--- config.mk ---
export PLATFORM = sky130hd
export DESIGN_NAME = smbus_cmd_engine
export DESIGN_NICKNAME = d
export VERILOG_FILES = /design/src/rtl/smb_pkg.sv /design/src/rtl/smb_bit_phy.sv /design/src/rtl/smb_txn_seq.sv /design/src/rtl/smbus_cmd_engine.sv
export SDC_FILE = /design/constraint.sdc
export NUM_CORES = 1
export LEC_CHECK = 0
export BUFFER_PORTS_ARGS = -buffer_cell sky130_fd_sc_hd__buf_2
export CAP_MARGIN = 20
export CORE_AREA = 4 4 128 130
export CTS_CLUSTER_SIZE = 20
export DETAILED_ROUTE_END_ITERATION = 16
export DIE_AREA = 0 0 132 134
export GPL_TIMING_DRIVEN = 0
export MAX_ROUTING_LAYER = met4
export PLACE_DENSITY = 0.8
export SLEW_MARGIN = 20
export SYNTH_ARGS = -nofsm -noshare
export SYNTH_HDL_FRONTEND = slang
export SYNTH_SLANG_ARGS = --single-unit
--- constraint.sdc ---
create_clock -name clk -period 5 [get_ports clk]
set_input_delay 1 -clock clk [delete_from_list [all_inputs] [get_ports clk]]
set_output_delay 1 -clock clk [all_outputs]
set_load 0.02 [all_outputs]
--- src/rtl/smb_pkg.sv ---
package smb_pkg;
  typedef enum logic [1:0] {BOP_START, BOP_STOP, BOP_BIT} bop_e;

  typedef enum logic [3:0] {
    T_IDLE, T_START, T_ADDRW, T_CMD, T_WHI, T_WLO,
    T_RSTART, T_ADDRR, T_RHI, T_RLO, T_STOP
  } tstate_e;

  localparam logic [1:0] SEL_CTRL = 2'd0;
  localparam logic [1:0] SEL_CMD  = 2'd1;
  localparam logic [1:0] SEL_STAT = 2'd2;

  localparam int CT_OVR  = 27;
  localparam int CT_WDIS = 26;
  localparam int CT_POLL = 9;

  localparam int CM_TRIG = 31;
  localparam int CM_WORD = 29;
  localparam int CM_WR   = 27;

  localparam int ST_BUSY   = 28;
  localparam int ST_ERR    = 27;
  localparam int ST_WDONE  = 26;
  localparam int ST_RVALID = 25;

  localparam logic [3:0] PAGE_CLASS = 4'h6;
endpackage

--- src/rtl/smb_bit_phy.sv ---
// One bus symbol (START, STOP or a data/ack bit) per request, in four quarter periods.
module smb_bit_phy
  import smb_pkg::*;
#(
  parameter int QTR = 4
) (
  input  logic clk,
  input  logic rst_n,
  input  logic go,
  input  bop_e op,
  input  logic bit_in,
  input  logic sda_i,
  output logic done,
  output logic bit_out,
  output logic scl_low,
  output logic sda_low
);
  localparam int CW = (QTR > 1) ? $clog2(QTR) : 1;

  logic          active;
  logic [1:0]    q;
  logic [CW-1:0] cnt;
  bop_e          op_r;
  logic          bit_r;

  logic [1:0] nq;
  logic       load;
  bop_e       cur_op;
  logic       cur_bit;
  logic       qend;

  assign qend    = active && (cnt == CW'(QTR - 1));
  assign load    = (!active && go) || (qend && q != 2'd3);
  assign nq      = active ? q + 2'd1 : 2'd0;
  assign cur_op  = active ? op_r : op;
  assign cur_bit = active ? bit_r : bit_in;

  always_ff @(posedge clk or negedge rst_n) begin
    if (!rst_n) begin
      active  <= 1'b0;
      q       <= 2'd0;
      cnt     <= '0;
      op_r    <= BOP_BIT;
      bit_r   <= 1'b1;
      done    <= 1'b0;
      bit_out <= 1'b1;
      scl_low <= 1'b0;
      sda_low <= 1'b0;
    end else begin
      done <= 1'b0;
      if (!active && go) begin
        active <= 1'b1;
        op_r   <= op;
        bit_r  <= bit_in;
        cnt    <= '0;
        q      <= 2'd0;
      end else if (active) begin
        if (qend) begin
          cnt <= '0;
          if (q == 2'd3) begin
            active <= 1'b0;
            done   <= 1'b1;
          end else begin
            q <= nq;
          end
        end else begin
          cnt <= cnt + CW'(1);
        end
      end
      if (load) begin
        unique case (cur_op)
          BOP_START: case (nq)
            2'd0: sda_low <= 1'b0;
            2'd1: scl_low <= 1'b0;
            2'd2: sda_low <= 1'b1;
            default: scl_low <= 1'b1;
          endcase
          BOP_STOP: case (nq)
            2'd0: sda_low <= 1'b1;
            2'd1: scl_low <= 1'b0;
            2'd2: ;
            default: sda_low <= 1'b0;
          endcase
          default: case (nq)
            2'd0: begin scl_low <= 1'b1; sda_low <= ~cur_bit; end
            2'd1: scl_low <= 1'b0;
            2'd2: bit_out <= sda_i;
            default: scl_low <= 1'b1;
          endcase
        endcase
      end
    end
  end
endmodule

--- src/rtl/smb_txn_seq.sv ---
// Byte-level transaction sequencer driving the bit phy one symbol at a time.
module smb_txn_seq
  import smb_pkg::*;
(
  input  logic        clk,
  input  logic        rst_n,
  input  logic        start,
  input  logic        is_wr,
  input  logic        is_word,
  input  logic [6:0]  addr,
  input  logic [7:0]  cmd,
  input  logic [15:0] wdata,
  output logic        busy,
  output logic        fin,
  output logic        err,
  output logic [15:0] rdata,
  output logic        bop_go,
  output bop_e        bop_op,
  output logic        bop_bit,
  input  logic        bop_done,
  input  logic        bop_rx
);
  tstate_e    st;
  logic [7:0] sh;
  logic [3:0] bitn;
  logic       rx_st;

  assign rx_st = (st == T_RHI) || (st == T_RLO);
  assign busy  = (st != T_IDLE);

  always_comb begin
    if (st == T_START || st == T_RSTART) bop_op = BOP_START;
    else if (st == T_STOP)               bop_op = BOP_STOP;
    else                                 bop_op = BOP_BIT;
    if (bitn != 4'd8) bop_bit = rx_st ? 1'b1 : sh[7];
    else              bop_bit = rx_st ? (st == T_RLO) : 1'b1;
  end

  always_ff @(posedge clk or negedge rst_n) begin
    if (!rst_n) begin
      st     <= T_IDLE;
      sh     <= '0;
      bitn   <= '0;
      bop_go <= 1'b0;
      fin    <= 1'b0;
      err    <= 1'b0;
      rdata  <= '0;
    end else begin
      bop_go <= 1'b0;
      fin    <= 1'b0;
      if (st == T_IDLE) begin
        if (start) begin
          st     <= T_START;
          bop_go <= 1'b1;
          err    <= 1'b0;
          rdata  <= '0;
          bitn   <= '0;
        end
      end else if (bop_done) begin
        bop_go <= 1'b1;
        bitn   <= '0;
        case (st)
          T_START:  begin st <= T_ADDRW; sh <= {addr, 1'b0}; end
          T_RSTART: begin st <= T_ADDRR; sh <= {addr, 1'b1}; end
          T_STOP:   begin st <= T_IDLE; bop_go <= 1'b0; fin <= 1'b1; end
          default: begin
            if (bitn != 4'd8) begin
              bitn <= bitn + 4'd1;
              sh   <= {sh[6:0], rx_st ? bop_rx : 1'b0};
            end else if (rx_st) begin
              if (st == T_RHI) begin rdata[15:8] <= sh; st <= T_RLO; end
              else             begin rdata[7:0]  <= sh; st <= T_STOP; end
            end else if (bop_rx) begin
              err <= 1'b1;
              st  <= T_STOP;
            end else begin
              case (st)
                T_ADDRW: begin st <= T_CMD; sh <= cmd; end
                T_CMD: begin
                  if (!is_wr)       st <= T_RSTART;
                  else if (is_word) begin st <= T_WHI; sh <= wdata[15:8]; end
                  else              begin st <= T_WLO; sh <= wdata[7:0]; end
                end
                T_WHI:   begin st <= T_WLO; sh <= wdata[7:0]; end
                T_ADDRR: st <= is_word ? T_RHI : T_RLO;
                default: st <= T_STOP;
              endcase
            end
          end
        endcase
      end
    end
  end
endmodule

--- src/rtl/smbus_cmd_engine.sv ---
module smbus_cmd_engine
  import smb_pkg::*;
#(
  parameter int         CLK_HZ   = 100_000_000,
  parameter int         SCL_HZ   = 100_000,
  parameter int         POLL_GAP = 1_000_000,
  parameter logic [2:0] POLL_LOW = 3'b000,
  parameter logic [7:0] POLL_REG = 8'h05
) (
  input  logic        clk,
  input  logic        rst_n,
  input  logic        reg_wr_en,
  input  logic [1:0]  reg_sel,
  input  logic [31:0] reg_wdata,
  output logic [31:0] reg_rdata,
  output logic        scl_oe,
  output logic        sda_oe,
  input  logic        sda_i
);
  localparam int QRAW = CLK_HZ / (4 * SCL_HZ);
  localparam int QTR  = (QRAW > 0) ? QRAW : 1;
  localparam int PW   = $clog2(POLL_GAP + 1);

  logic [31:0] ctrl_q;
  logic [30:0] cmd_q;
  logic        st_err, st_wdone, st_rvalid;
  logic [15:0] st_data;
  logic [PW-1:0] poll_cnt;

  logic        owner_host, t_wr, t_word;
  logic [6:0]  t_addr;
  logic [7:0]  t_cmd;
  logic [15:0] t_wdata;

  logic        seq_busy, seq_fin, seq_err;
  logic [15:0] seq_rdata;
  logic        bop_go, bop_bit, bop_done, bop_rx;
  bop_e        bop_op;

  logic trig, host_ok, poll_go, seq_start;

  assign trig    = reg_wr_en && (reg_sel == SEL_CMD) && reg_wdata[CM_TRIG];
  assign host_ok = trig && !seq_busy && ctrl_q[CT_OVR] &&
                   !(reg_wdata[CM_WR] && ctrl_q[CT_WDIS]);
  assign poll_go = ctrl_q[CT_POLL] && ctrl_q[CT_OVR] && !seq_busy && !host_ok &&
                   (poll_cnt == PW'(POLL_GAP - 1));
  assign seq_start = host_ok || poll_go;

  always_ff @(posedge clk or negedge rst_n) begin
    if (!rst_n) begin
      ctrl_q <= '0; cmd_q <= '0;
      st_err <= 1'b0; st_wdone <= 1'b0; st_rvalid <= 1'b0; st_data <= '0;
      poll_cnt <= '0;
      owner_host <= 1'b0; t_wr <= 1'b0; t_word <= 1'b0;
      t_addr <= '0; t_cmd <= '0; t_wdata <= '0;
    end else begin
      if (reg_wr_en && reg_sel == SEL_CTRL) ctrl_q <= reg_wdata;
      if (reg_wr_en && reg_sel == SEL_CMD && !seq_busy) cmd_q <= reg_wdata[30:0];

      if (!ctrl_q[CT_POLL] || !ctrl_q[CT_OVR] || seq_busy || seq_start) poll_cnt <= '0;
      else poll_cnt <= poll_cnt + PW'(1);

      if (seq_fin && owner_host) begin
        st_err <= seq_err || (t_wr && t_addr[6:3] == PAGE_CLASS);
        if (t_wr) st_wdone <= 1'b1;
        else begin st_rvalid <= 1'b1; st_data <= seq_rdata; end
      end

      if (seq_start) begin
        owner_host <= host_ok;
        if (host_ok) begin
          t_wr    <= reg_wdata[CM_WR];
          t_word  <= reg_wdata[CM_WORD];
          t_addr  <= {ctrl_q[31:28], reg_wdata[26:24]};
          t_cmd   <= reg_wdata[23:16];
          t_wdata <= reg_wdata[15:0];
          st_err  <= 1'b0;
          if (reg_wdata[CM_WR]) st_wdone <= 1'b0;
          else                  st_rvalid <= 1'b0;
        end else begin
          t_wr    <= 1'b0;
          t_word  <= 1'b1;
          t_addr  <= {ctrl_q[31:28], POLL_LOW};
          t_cmd   <= POLL_REG;
          t_wdata <= '0;
        end
      end
    end
  end

  always_comb begin
    case (reg_sel)
      SEL_CTRL: reg_rdata = ctrl_q;
      SEL_CMD:  reg_rdata = {1'b0, cmd_q};
      SEL_STAT: reg_rdata = {3'b000, seq_busy, st_err, st_wdone, st_rvalid,
                             9'd0, st_data};
      default:  reg_rdata = '0;
    endcase
  end

  smb_txn_seq u_seq (
    .clk(clk), .rst_n(rst_n), .start(seq_start), .is_wr(t_wr), .is_word(t_word),
    .addr(t_addr), .cmd(t_cmd), .wdata(t_wdata), .busy(seq_busy), .fin(seq_fin),
    .err(seq_err), .rdata(seq_rdata), .bop_go(bop_go), .bop_op(bop_op),
    .bop_bit(bop_bit), .bop_done(bop_done), .bop_rx(bop_rx)
  );

  smb_bit_phy #(.QTR(QTR)) u_phy (
    .clk(clk), .rst_n(rst_n), .go(bop_go), .op(bop_op), .bit_in(bop_bit),
    .sda_i(sda_i), .done(bop_done), .bit_out(bop_rx),
    .scl_low(scl_oe), .sda_low(sda_oe)
  );
endmodule

==> run metrics, run 1 <==
postcts setup bufs 0; Syn Nets just over 900; Clock Latency Late Sink 450 ps; Max VDD drop between 0.2 and 0.25 mV; pin count of the biggest net entering global routing 78; WL met3 approximately 1300 um; Setup CP Type input port to output pin; Iter 0 DRT Violations 577; Area after DPL about 0.0098 mm2; Root Buffer clkbuf_16; CTS Buf Count 17; post-DR vias/cell just over 6; Vias 7,017; die boundary height 134 um; Most used DFF post-synth dfrtp_1; clock tree sinks between 150 and 200; crit path cell chain clkbuf_1, clkbuf_1, clkbuf_1, nor2_1, buf_2; starting density of the core 0.605; WL met1 a little over 9000 um; Layout area overhead 13.8%; Synth area leaders dfrtp_1 51%, mux2_2 13%, mux2i_1 4.6%; Max-Slew Margin vs Limit 0.326; Final Max Tran Viols 0; PortBufs between 60 and 70; met2 routed WL 10,900 um; Post-synth EDFFs 0; max cap viols 0; TritonCTS clock tree built; 1st-pass router iterations 5; Syn. warnings 0; Die X about 130 um; total gr overflow 0; mean area per synthesized cell 10.7 um2; post-synth design cell area 0.00917 mm2; initial antenna violation count 0; most used cell, CP clkbuf_1; die outline area around 0.018 mm2; gpl congestion roughly 0.96; worst hold path class input port to async pin; core box area approximately 0.015 mm2; CP peak stage delay 640 ps; WL per Instance between 15 and 20 um; antenna viol nets, final 0; period utilization 0.756; hpwl dp 15,400 um; vias in the first global route between 6,000 and 7,000; clock tree buffer depth 2; DR DRC count 0; crit path time final 3780 ps; post-route cell area roughly 0.010 mm2; Worst Tran Pin Value roughly 1000 ps; RSZ-0062 raised after global routing false; setup violators final 0; Critical path buffers and inverters 4; CP max stage cell clkbuf_1; Layout Skew approximately 13 ps; Pleak around 4.7 nW; hold-fix buffers at CTS 0; Worst Setup End Kind output pin; first-pass GRT wire length roughly 36,000 um; crit path DAT 2780 ps; Pwr Density around 310 mW/mm2; Final nets approximately 1,000; Tot GR Track Use 0.262; FF+latch count, synth between 150 and 200; asr flop ratio synth 1.00; Highest Signal Layer met4; row count 45; post-cts resize count 0; WHS ~450 ps; clk slew on worst S/H paths 70 ps; Fin. Hold Viols 0; Synth top area share 0.508; CP top delay family buffers and inverters; share of layout cells above drive strength 1 0.232; H-tree depth 4; Cells after Synth 859; WP data required 4000 ps; register area share after synthesis 0.516; ant diodes 0; Yosys cell types 62; # IOs 72; critical path launch point type input port; post-synth top area cell dfrtp_1; Highest Clock Rate around 0.26 GHz; status complete, no violations; crit-path max FO 10; Post-synth top cells 186 x dfrtp_1, 102 x mux2_2, 99 x nand2_1; final WL about 22,000 um; most frequent cell after synthesis dfrtp_1
[stage by stage]
step            util  instances  TNS (ps)  worst slack, ps  total power [W]
6_report       0.689       1150         0             1220          0.00325
5_1_grt        0.689       1150         0             1080          0.00336
4_1_cts        0.689       1150         0             1230          0.00326
3_5_place_dp   0.648       1118         0             1240          0.00188
3_3_place_gp   0.644       1116    -10960            -71.8          0.00186
2_1_floorplan      -        859         0             1630          0.00177
[routing by layer]
metal | track usage | vias to the layer above
met1 | 0.346 | 3519
li1 | - | 3208
met5 | - | -
met4 | 0.0770 | 0
met3 | 0.0443 | 41
met2 | 0.422 | 249
[cells by family after synthesis]
kind of cell    synth area share
mux                        0.174
xor+xnor                  0.0229
fa+ha+maj                 0.0123
flops                      0.516
compound gates            0.0946
buf+inv                   0.0295
simple gates               0.151
[path summary, 6_finish.rpt]
check | startpoint | to | slack (ps) | depth (start not counted)
worst max-delay path | reg_sel[1] | reg_rdata[30] | 1220 | 5
worst min-delay path | rst_n | poll_cnt[11] | 450 | 1
worst max register to register | u_seq.st[2] | u_seq.rdata[10] | 1870 | 7
worst min register to register | u_seq.rdata[8] | u_seq.rdata[8] | 490 | 1
max in group asynchronous | rst_n | u_seq.rdata[10] | 3850 | 2
min in group clk | u_seq.rdata[8] | u_seq.rdata[8] | 490 | 1
[area by class of cell]
type,count,area [um2]
Buffer,51,195
Clock buffer,19,453
Clock inverter,13,170
Fill cell,1123,4710
Inverter,20,75.1
Multi-Input combinational cell,599,4160
Sequential cell,189,4730
Tap cell,188,235
Timing Repair Buffer,71,410
[cells in the final DEF, fill, tap and decap left out, drive strengths merged, types with 3 or more instances in the layout]
cell,n
and3,9
inv,26
dfrtp,186
nor2b,5
dfstp,3
nor3b,4
nand3b,5
nand2b,5
nor4,7
or2,3
nor3,16
o31ai,3
buf,78
and2,12
a22o,5
nor2,69
clkbuf,63
nand2,99
mux2,104
xnor2,11
clkinv,6
o211ai,7
nand3,26
a311oi,8
mux2i,42
o21ai,62
nand4,5
xor2,13
a31oi,11
a21oi,19
ha,9
[where the power goes]
part / switching (W) / internal, W / total, W
sequential: 0.0000339 / 0.00158 / 0.00162
clock: 0.000660 / 0.000746 / 0.00141
combinational: 0.000131 / 0.0000973 / 0.000228
total: 0.000825 / 0.00243 / 0.00325
[state kept, by name (all words and copies together) (netlist names), 2 cells and up]
signal and cells:
ctrl_q 32, u_seq.rdata 16, t_addr 7, u_seq.sh 8, st_data 16, t_cmd 8, poll_cnt 20, t_wdata 16
cmd_q 31, u_seq.bitn 4, u_phy.op_r 2, u_phy.cnt 8, u_seq.st 4, u_phy.q 2
Power figures use the tool's default switching activity.
==> run 2: changes to the inputs <==
--- a/config.mk
+++ b/config.mk
@@ -7,13 +7,13 @@
 export LEC_CHECK = 0
 export BUFFER_PORTS_ARGS = -buffer_cell sky130_fd_sc_hd__buf_2
 export CAP_MARGIN = 20
-export CORE_AREA = 4 4 128 130
+export CORE_AREA = 4 4 129 131
 export CTS_CLUSTER_SIZE = 20
 export DETAILED_ROUTE_END_ITERATION = 16
-export DIE_AREA = 0 0 132 134
+export DIE_AREA = 0 0 133 135
 export GPL_TIMING_DRIVEN = 0
 export MAX_ROUTING_LAYER = met4
-export PLACE_DENSITY = 0.8
+export PLACE_DENSITY = 0.79
 export SLEW_MARGIN = 20
 export SYNTH_ARGS = -nofsm -noshare
 export SYNTH_HDL_FRONTEND = slang
==> constraint.sdc (replaced) <==
create_clock -name clk -period 3.9 [get_ports clk]
set_input_delay 0.78 -clock clk [delete_from_list [all_inputs] [get_ports clk]]
set_output_delay 0.78 -clock clk [all_outputs]
set_load 0.02 [all_outputs]
==> run 2 against run 1 <==
Against the previous run: combinational power is 29% higher; die area up 1.5%; power increased by 26%; via count down 1.3%; largest cell class unchanged; largest power group unchanged.
==> run metrics, run 2 (synthesis results as in run 1) <==
CTS Buf Count 17 (unchanged); Highest Clock Rate 0.308 GHz; Fin. Hold Viols 0 (unchanged); Layout Skew 13.0 ps (was 12.8 ps); Pint 0.00302 W (was 0.00243 W); Root Buffer clkbuf_16 (unchanged); H-tree depth 4 (unchanged); ant diodes 0 (unchanged); Comb pwr share 0.072 (was 0.070); first-pass GRT wire length 36,100 um (was 35,800 um); Worst Setup End Kind output pin (unchanged); post-cts resize count 0 (unchanged); WP data required 3120 ps (was 4000 ps); core box area 0.0156 mm2 (was 0.0151 mm2); worst hold path class input port to async pin (unchanged); Non-Filler Instances 1,178 (was 1,150); max cap viols 0 (unchanged); period utilization 0.833; post-DR vias/cell 5.88 (was 6.10); post-route cell area 0.0104 mm2 (about the same); Largest Register ctrl_q (unchanged); DR DRC count 0 (unchanged); die outline area 0.0180 mm2 (was 0.0177 mm2); crit path DAT 2470 ps (was 2780 ps); hold-fix buffers at CTS 0 (unchanged); row count 46 (was 45); commonest non-fill, non-tap cell in the layout dfrtp_1 (unchanged); Pwr Density 393 mW/mm2 (was 312 mW/mm2); initial antenna violation count 0 (unchanged); crit-path max FO 10 (unchanged); Pleak 4.73 nW (was 4.75 nW); share of power burned in registers 0.505 (was 0.497); max reg flops 32 (unchanged); WL per Instance 18.4 um (was 19.1 um); Fillers 1,203 (was 1,123); Max-Slew Margin vs Limit 0.435 (was 0.326); biggest regs ctrl_q x32, cmd_q x31, poll_cnt x20 (unchanged); WL met1 9280 um (was 9350 um); hpwl dp 15,400 um (about the same); gpl congestion 0.909 (was 0.956); critical path launch point type input port (unchanged); Area after DPL 0.00985 mm2 (was 0.00981 mm2); setup violators final 0 (unchanged); met2 routed WL 11,000 um (was 10,900 um); WL met3 906 um (was 1270 um); antenna viol nets, final 0 (unchanged); clock share of power 0.423 (was 0.432); Layout area overhead 13.9% (was 13.8%); clk slew on worst S/H paths 70 ps (about the same); total gr overflow 0 (unchanged); PortBufs 69 (unchanged); pin count of the biggest net entering global routing 85 (was 78); switch share 0.264 (was 0.254); utilization after layout 0.670 (was 0.689); die boundary height 135 um (was 134 um); # IOs 72 (unchanged); clock tree buffer depth 2 (unchanged); Worst Tran Pin Value 836 ps (was 997 ps); commonest cells after routing, fill and taps aside 186 x dfrtp_1, 102 x mux2_2, 99 x nand2_1, 71 x buf_2, 69 x nor2_1 (unchanged); Iter 0 DRT Violations 517 (was 577); Tot GR Track Use 0.262 (about the same); Psw 0.00108 W (was 0.000825 W); Final nets 996 (unchanged); Setup CP Type input port to output pin (unchanged); Die X 133 um (was 132 um); Clock Latency Late Sink 450 ps (about the same); vias in the first global route 7,035 (was 6,906); Final Max Tran Viols 0 (unchanged); Max VDD drop 0.343 mV (was 0.248 mV); starting density of the core 0.588 (was 0.605); crit path time final around 3200 ps; TritonCTS clock tree built (unchanged); final WL 21,700 um (was 22,000 um); Placed Cells 1,146 (was 1,118); RSZ-0062 raised after global routing false (unchanged); Highest Signal Layer met4 (unchanged); postcts setup bufs 0 (unchanged); status complete, no violations (unchanged); share of layout cells above drive strength 1 0.232 (unchanged); 1st-pass router iterations 5 (unchanged); clock tree sinks 189 (unchanged); Vias 6,923 (was 7,017)
## run 2: layer usage
metal / global-route usage / up-vias
met2: 0.422 / 217
li1: - / 3228
met3: 0.0477 / 41
met4: 0.101 / 0
met5: - / -
met1: 0.332 / 3437
## run 2: through the flow
step                worst slack, ps  setup TNS, ps  hold WS [ps]  power, W
global route                    481              0           256   0.00424
CTS                             654              0           244   0.00412
finish                          652              0           235   0.00410
floorplan                       970              0           424   0.00226
detailed placement              666              0           454   0.00241
global placement               -990        -180140           445   0.00239
## run 2: critical path, stage by stage
cell and delay, ps:
clkbuf_1 400, clkbuf_1 580, clkbuf_1 420, nor2_1 100
buf_2 170
## run 2: power by group through the flow
| stage | combinational [W] | clock, W | sequential (W) |
|---|---|---|---|
| after floorplan | 0.000168 | 0 | 0.00210 |
| after global placement | 0.000284 | 0 | 0.00211 |
| after detailed placement | 0.000297 | 0 | 0.00211 |
| after CTS | 0.000299 | 0.00175 | 0.00207 |
| after global routing | 0.000326 | 0.00184 | 0.00208 |
| final | 0.000294 | 0.00173 | 0.00207 |
## run 2: final cells by class
cell class | count | area (um2) | share of cell area
flip-flops and latches | 189 | 4730 | 0.453
well taps | 216 | 270 | 0.0259
clock buffers | 17 | 425 | 0.0407
inverters | 20 | 75.1 | 0.00719
repair buffers | 71 | 410 | 0.0393
multi-input cells | 599 | 4160 | 0.399
plain buffers | 51 | 195 | 0.0187
clock inverters | 15 | 173 | 0.0165
## run 2: path summary, 6_finish.rpt
check	start	endpoint	slack [ps]	depth (start not counted)
worst min-delay path	rst_n	poll_cnt[10]	240	1
worst max-delay path	reg_sel[1]	reg_rdata[30]	650	5
min in group clk	poll_cnt[0]	poll_cnt[0]	460	1
worst min register to register	poll_cnt[0]	poll_cnt[0]	460	1
worst max register to register	u_seq.st[1]	u_seq.rdata[14]	880	6
max in group asynchronous	rst_n	st_data[1]	2610	3
